**src/rtl/pass_gate_pkg.sv**
```systemverilog
package pass_gate_pkg;

  typedef enum logic [2:0] {
    ST_INPUT = 3'd0,
    ST_ENC   = 3'd1,
    ST_CHECK = 3'd2,
    ST_LOCK  = 3'd3,
    ST_DEC   = 3'd4,
    ST_SHOW  = 3'd5
  } gate_st_t;

  typedef enum logic [1:0] {
    DISP_DATA   = 2'd0,
    DISP_PROMPT = 2'd1,
    DISP_DASH   = 2'd2
  } disp_t;

  function automatic disp_t disp_of(input gate_st_t st);
    case (st)
      ST_CHECK: disp_of = DISP_PROMPT;
      ST_LOCK:  disp_of = DISP_DASH;
      default:  disp_of = DISP_DATA;
    endcase
  endfunction

endpackage

```
**src/rtl/code_collector.sv**
```systemverilog
module code_collector #(
  parameter int          CODE_W   = 4,
  parameter logic [CODE_W-1:0] PASSCODE = 4'b1011
) (
  input  logic clk,
  input  logic rst,
  input  logic enable,
  input  logic bit_zero,
  input  logic bit_one,
  output logic full,
  output logic match
);
  localparam int CNT_W = (CODE_W > 2) ? $clog2(CODE_W) : 1;
  localparam logic [CNT_W-1:0] LAST = CNT_W'(CODE_W - 1);

  logic [CNT_W-1:0]  cnt_q;
  logic [CODE_W-1:0] code_q;
  logic              press;
  logic [CODE_W-1:0] assembled;

  assign press     = enable && (bit_zero ^ bit_one);
  assign assembled = {code_q[CODE_W-2:0], bit_one};
  assign full      = press && (cnt_q == LAST);
  assign match     = full && (assembled == PASSCODE);

  always_ff @(posedge clk) begin
    if (rst || !enable) begin
      cnt_q  <= '0;
      code_q <= '0;
    end else if (press) begin
      cnt_q  <= full ? '0 : cnt_q + 1'b1;
      code_q <= assembled;
    end
  end


  idle_hold_chk: assert property (@(posedge clk) disable iff (rst)
    (enable && !press) |=> (cnt_q == $past(cnt_q)) || (cnt_q == '0));


  wrap_after_full_chk: assert property (@(posedge clk) disable iff (rst)
    full |=> (cnt_q == '0));

endmodule

```
**src/rtl/lock_timer.sv**
```systemverilog
module lock_timer #(
  parameter int LOCK_CYCLES = 200_000_000
) (
  input  logic clk,
  input  logic rst,
  input  logic arm,
  input  logic run,
  output logic expired
);
  localparam int LW = $clog2(LOCK_CYCLES + 1);
  localparam logic [LW-1:0] RELOAD = LW'(LOCK_CYCLES - 1);

  logic [LW-1:0] cnt_q;

  assign expired = run && (cnt_q == '0);

  always_ff @(posedge clk) begin
    if (rst)
      cnt_q <= '0;
    else if (arm)
      cnt_q <= RELOAD;
    else if (run && cnt_q != '0)
      cnt_q <= cnt_q - 1'b1;
  end


  countdown_step_chk: assert property (@(posedge clk) disable iff (rst)
    (run && !arm && cnt_q != '0) |=> (cnt_q == $past(cnt_q) - 1'b1));


  arm_load_chk: assert property (@(posedge clk) disable iff (rst)
    arm |=> (cnt_q == RELOAD));

endmodule

```
**src/rtl/gate_fsm.sv**
```systemverilog
module gate_fsm
  import pass_gate_pkg::*;
(
  input  logic     clk,
  input  logic     rst,
  input  logic     btn_mode,
  input  logic     code_full,
  input  logic     code_match,
  input  logic     core_done,
  input  logic     lock_expired,
  output gate_st_t st_q,
  output logic     start_q,
  output logic     decrypt_q,
  output logic [1:0] disp_q,
  output logic     collect_en,
  output logic     lock_arm,
  output logic     lock_run,
  output logic     load_sw,
  output logic     load_result
);
  gate_st_t st_n;
  logic     start_n;
  logic     decrypt_n;

  always_comb begin
    st_n      = st_q;
    start_n   = 1'b0;
    decrypt_n = decrypt_q;
    case (st_q)
      ST_INPUT: if (btn_mode) begin
        st_n = ST_ENC; start_n = 1'b1; decrypt_n = 1'b0;
      end
      ST_ENC:   if (core_done) st_n = ST_CHECK;
      ST_CHECK: if (code_full) begin
        if (code_match) begin
          st_n = ST_DEC; start_n = 1'b1; decrypt_n = 1'b1;
        end else begin
          st_n = ST_LOCK;
        end
      end
      ST_LOCK:  if (lock_expired) st_n = ST_CHECK;
      ST_DEC:   if (core_done) st_n = ST_SHOW;
      ST_SHOW:  if (btn_mode) st_n = ST_INPUT;
      default:  st_n = ST_INPUT;
    endcase
  end

  assign collect_en  = (st_q == ST_CHECK);
  assign lock_arm    = (st_q == ST_CHECK) && code_full && !code_match;
  assign lock_run    = (st_q == ST_LOCK);
  assign load_sw     = (st_q == ST_INPUT);
  assign load_result = ((st_q == ST_ENC) || (st_q == ST_DEC)) && core_done;

  always_ff @(posedge clk) begin
    if (rst) begin
      st_q      <= ST_INPUT;
      start_q   <= 1'b0;
      decrypt_q <= 1'b0;
      disp_q    <= DISP_DATA;
    end else begin
      st_q      <= st_n;
      start_q   <= start_n;
      decrypt_q <= decrypt_n;
      disp_q    <= disp_of(st_n);
    end
  end


  start_single_chk: assert property (@(posedge clk) disable iff (rst)
    start_q |=> !start_q);


  dec_after_check_chk: assert property (@(posedge clk) disable iff (rst)
    (start_q && decrypt_q) |-> ($past(st_q) == ST_CHECK));


  dash_only_locked_chk: assert property (@(posedge clk) disable iff (rst)
    (disp_q == DISP_DASH) |-> (st_q == ST_LOCK));

endmodule

```
**src/rtl/pass_gate_ctrl.sv**
```systemverilog
module pass_gate_ctrl
  import pass_gate_pkg::*;
#(
  parameter int DATA_W      = 16,
  parameter int CODE_W      = 4,
  parameter logic [CODE_W-1:0] PASSCODE = 4'b1011,
  parameter int LOCK_CYCLES = 200_000_000
) (
  input  logic              clk,
  input  logic              rst,
  input  logic [DATA_W-1:0] sw_in,
  input  logic              btn_mode,
  input  logic              btn_zero,
  input  logic              btn_one,
  input  logic              core_done,
  input  logic [DATA_W-1:0] core_result,
  output logic              core_start,
  output logic              core_decrypt,
  output logic [DATA_W-1:0] data_q,
  output logic [1:0]        disp_sel
);
  gate_st_t st;
  logic     code_full, code_match, collect_en;
  logic     lock_arm, lock_run, lock_expired;
  logic     load_sw, load_result;

  gate_fsm u_fsm (
    .clk         (clk),
    .rst         (rst),
    .btn_mode    (btn_mode),
    .code_full   (code_full),
    .code_match  (code_match),
    .core_done   (core_done),
    .lock_expired(lock_expired),
    .st_q        (st),
    .start_q     (core_start),
    .decrypt_q   (core_decrypt),
    .disp_q      (disp_sel),
    .collect_en  (collect_en),
    .lock_arm    (lock_arm),
    .lock_run    (lock_run),
    .load_sw     (load_sw),
    .load_result (load_result)
  );

  code_collector #(.CODE_W(CODE_W), .PASSCODE(PASSCODE)) u_code (
    .clk     (clk),
    .rst     (rst),
    .enable  (collect_en),
    .bit_zero(btn_zero),
    .bit_one (btn_one),
    .full    (code_full),
    .match   (code_match)
  );

  lock_timer #(.LOCK_CYCLES(LOCK_CYCLES)) u_lock (
    .clk    (clk),
    .rst    (rst),
    .arm    (lock_arm),
    .run    (lock_run),
    .expired(lock_expired)
  );

  always_ff @(posedge clk) begin
    if (rst)
      data_q <= '0;
    else if (load_result)
      data_q <= core_result;
    else if (load_sw)
      data_q <= sw_in;
  end


  data_hold_chk: assert property (@(posedge clk) disable iff (rst)
    ((st == ST_CHECK) || (st == ST_LOCK)) |=> $stable(data_q));


  switch_follow_chk: assert property (@(posedge clk) disable iff (rst)
    (st == ST_INPUT) |=> (data_q == $past(sw_in)));

endmodule

```
**config.mk**
```make
export PLATFORM = sky130hd
export DESIGN_NAME = pass_gate_ctrl
export DESIGN_NICKNAME = d
export VERILOG_FILES = /design/src/rtl/pass_gate_pkg.sv /design/src/rtl/code_collector.sv /design/src/rtl/lock_timer.sv /design/src/rtl/gate_fsm.sv /design/src/rtl/pass_gate_ctrl.sv
export SDC_FILE = /design/constraint.sdc
export NUM_CORES = 1
export LEC_CHECK = 0
export BUFFER_PORTS_ARGS = -buffer_cell sky130_fd_sc_hd__buf_2
export CAP_MARGIN = 30
export CORE_ASPECT_RATIO = 0.7
export CORE_MARGIN = 2
export CORE_UTILIZATION = 35
export CTS_CLUSTER_DIAMETER = 40
export CTS_CLUSTER_SIZE = 20
export DETAILED_ROUTE_END_ITERATION = 8
export PLACE_DENSITY = 0.65
export SLEW_MARGIN = 5
export SYNTH_ARGS = -nofsm -noshare
export SYNTH_HDL_FRONTEND = slang
export SYNTH_SLANG_ARGS = --single-unit
```
**constraint.sdc**
```tcl
create_clock -name clk -period 4.3 [get_ports clk]
set_clock_uncertainty 0.1 [all_clocks]
set_input_delay 0.645 -clock clk [delete_from_list [all_inputs] [get_ports clk]]
set_output_delay 0.645 -clock clk [all_outputs]
set_load 0.05 [all_outputs]
```
==> reports/metrics.csv <==
metric,value,unit
iteration-0 DRC count of the detailed router,184,
"commonest non-fill, non-tap cell in the layout",buf_2,
hpwl dp,4430,um
first-pass GRT wire length,10700,um
prevailing post-synth register cell,dfxtp_1,
ranking of synthesized cells by area,"dfxtp_1 41%, mux2i_1 6.6%, or4_1 5.7%",
Via-to-Cell Ratio,5.46,
Mean Syn Cell Area,9.00,um^2
power density over the cells,321,mW/mm^2
crit path launch,u_lock.cnt_q[19],
Fill cells,749,
final instance area,0.00315,mm^2
Max VDD drop,0.140,mV
status,completed,
site row count,26,
Yosys top cell by area,dfxtp_1,
Setup TNS Final,0,ps
cell count after placement,438,
"Cell Area, Placed",0.00306,mm^2
Finished Layout Cells,446,
synthesized area,0.00275,mm^2
type of destination of the critical path,register,
initial core utilization,0.369,
CTS resizes,0,
antenna cells,0,
H-tree depth,2,
number of port buffers,57,
final setup fails,0,
latest clock arrival within the worst-skew pair,310,ps
RSZ-0062 raised after global routing,false,
top layer in use,met4,
Pwr Total,1.01,mW
Routed Wire Length,6340,um
DRT antenna net count,0,
CP arrival,2930,ps
Yosys top cell area share,0.408,
max cap viols,0,
WL met3,212,um
initial antenna violation count,0,
clk buf depth,2,
"EDFF count, synth",0,
Final Worst Setup Slack,1530,ps
number of CTS-inserted buffers,5,
count of different cell masters after synthesis,44,
critical path class,register to register,
Reg2Reg Setup Slack,1530,ps
Worst Hold Class,register to register,
max_slew headroom,0.472,
"Setup Fix Bufs, Post-CTS",0,
Area Overhead vs Synth,14.7,%
nets@finish,387,
Mapped Cells,305,
"FF+latch count, synth",56,
CTS Sinks,56,
CP Max Fanout,25,
Mapped Nets,345,
Die H,78.1,um
Max Fclk,361,MHz
WL per Instance,14.2,um
first drt pass iteration count,4,
share of layout cells above drive strength 1,0.227,
clock-pin slew on the worst setup and hold paths,100,ps
most frequent cells in the layout,"57 x buf_2, 56 x dfxtp_1, 24 x nor2_1, 21 x or4_1, 20 x a211oi_1",
Reg2Reg Depth,6,
worst path required time,4460,ps
Fin. Hold Viols,0,
Post-synth ARST share,0,
TritonCTS clock tree,yes,
CTS root buffer,clkbuf_8,
worst setup path endpoint,u_fsm.disp_q[0],
leakage power,1.31,nW
largest net degree at the start of global routing,44,
worst slew pin tran,793,ps
post-layout util,0.423,
DR WL met2,2800,um
DIE WIDTH,110,um
Multi-input gate area,0.00149,mm^2
die outline area,0.00858,mm^2
pre-CTS WS,1530,ps
M1 WL,3280,um
post-synthesis sequential area ratio,0.408,
Ys Warns,0,
vias,2437,
Post-CTS Hold Fix Bufs,0,
global route overflow,0,
Tot GR Track Use,0.156,
routability cong.,0.723,
Seq. cell area,0.00112,mm^2
number of global-route vias before repair,2231,
minimum clock period,2770,ps
worst hold slack,363,ps
Max Slew Vio Count,0,
worst r2r src,u_lock.cnt_q[19],
core footprint,0.00745,mm^2
RR Endpoint,u_fsm.disp_q[0],
# DRC,0,
final worst-path cycle share,0.645,
Worst Setup Start Kind,register,
Top Ports,58,
## worst max-delay path, cell delays in order, from the launching register on
cell      delay [ps]
dfxtp_1          360
or4_4            570
nand2b_1         240
nor4_4           730
buf_4            370
o221a_2          240
nor2b_1          120
## cell families (layout without fill, tap and decap cells)
logic type | count (synthesis) | in the layout | share of synthesized area
xor gates and xnor gates | 2 | 2 | 0.00638
buffers and inverters | 29 | 72 | 0.0519
and+or+nand+nor | 113 | 113 | 0.250
muxes | 18 | 18 | 0.0656
DFF | 56 | 56 | 0.408
AOI/OAI and AO/OA | 85 | 85 | 0.209
adders and majority gates | 2 | 2 | 0.00911
## report_power, final
group	switching (mW)	internal, mW	total (mW)
sequential	0.0128	0.537	0.550
clock	0.173	0.116	0.290
combinational	0.116	0.0567	0.173
## cell usage after synthesis, types with 2 or more instances
cell type and number:
xor2_1 2, nand3_1 6, ha_1 2, nor4_1 6, buf_2 3, a31oi_1 17, buf_1 2, a21oi_1 15
nand2_1 13, or3_1 17, mux2i_1 18, nor2b_1 2, o41ai_1 2, or4_4 2, inv_1 4, buf_4 2
or4b_2 2, or4_1 21, a211oi_1 20, o21ai_0 6, clkbuf_1 15, o31ai_1 17, nor3_1 2, nand2b_1 4
dfxtp_1 56, buf_6 3, or2_1 2, a311oi_1 2, nor2_1 24, or2_2 4
## area by class of cell
type,count,share of cell area
timing repair buffer,60,0.100
clock buffer,6,0.0230
multi-input combinational,220,0.472
sequential,56,0.356
clock inverter,2,0.00516
inverter,4,0.00477
tap,98,0.0389
## sequential cells by signal, summed over array words and instances (netlist names)
register,cells
u_fsm.disp_q,2
u_fsm.start_q,1
u_code.code_q,3
data_q,16
u_code.cnt_q,2
u_fsm.st_q,3
u_lock.cnt_q,28
u_fsm.decrypt_q,1
## per-layer routing
metal,vias to the layer above,GRT usage
met1,1140,0.225
met2,36,0.226
met5,-,0
li1,1259,-
met3,2,0.0307
met4,0,0.0595
## worst min-delay path by stage
stage                     startpoint          endpoint  slack [ps]  cells after the start
floorplan           u_code.code_q[2]  u_code.code_q[2]         330                      2
global placement     u_code.cnt_q[1]   u_code.cnt_q[1]         340                      2
detailed placement  u_code.code_q[2]  u_code.code_q[2]         350                      2
CTS                 u_code.code_q[2]  u_code.code_q[2]         360                      2
global route        u_code.code_q[2]  u_code.code_q[2]         380                      2
finish              u_code.code_q[2]  u_code.code_q[2]         360                      2
Power figures use the tool's default switching activity.
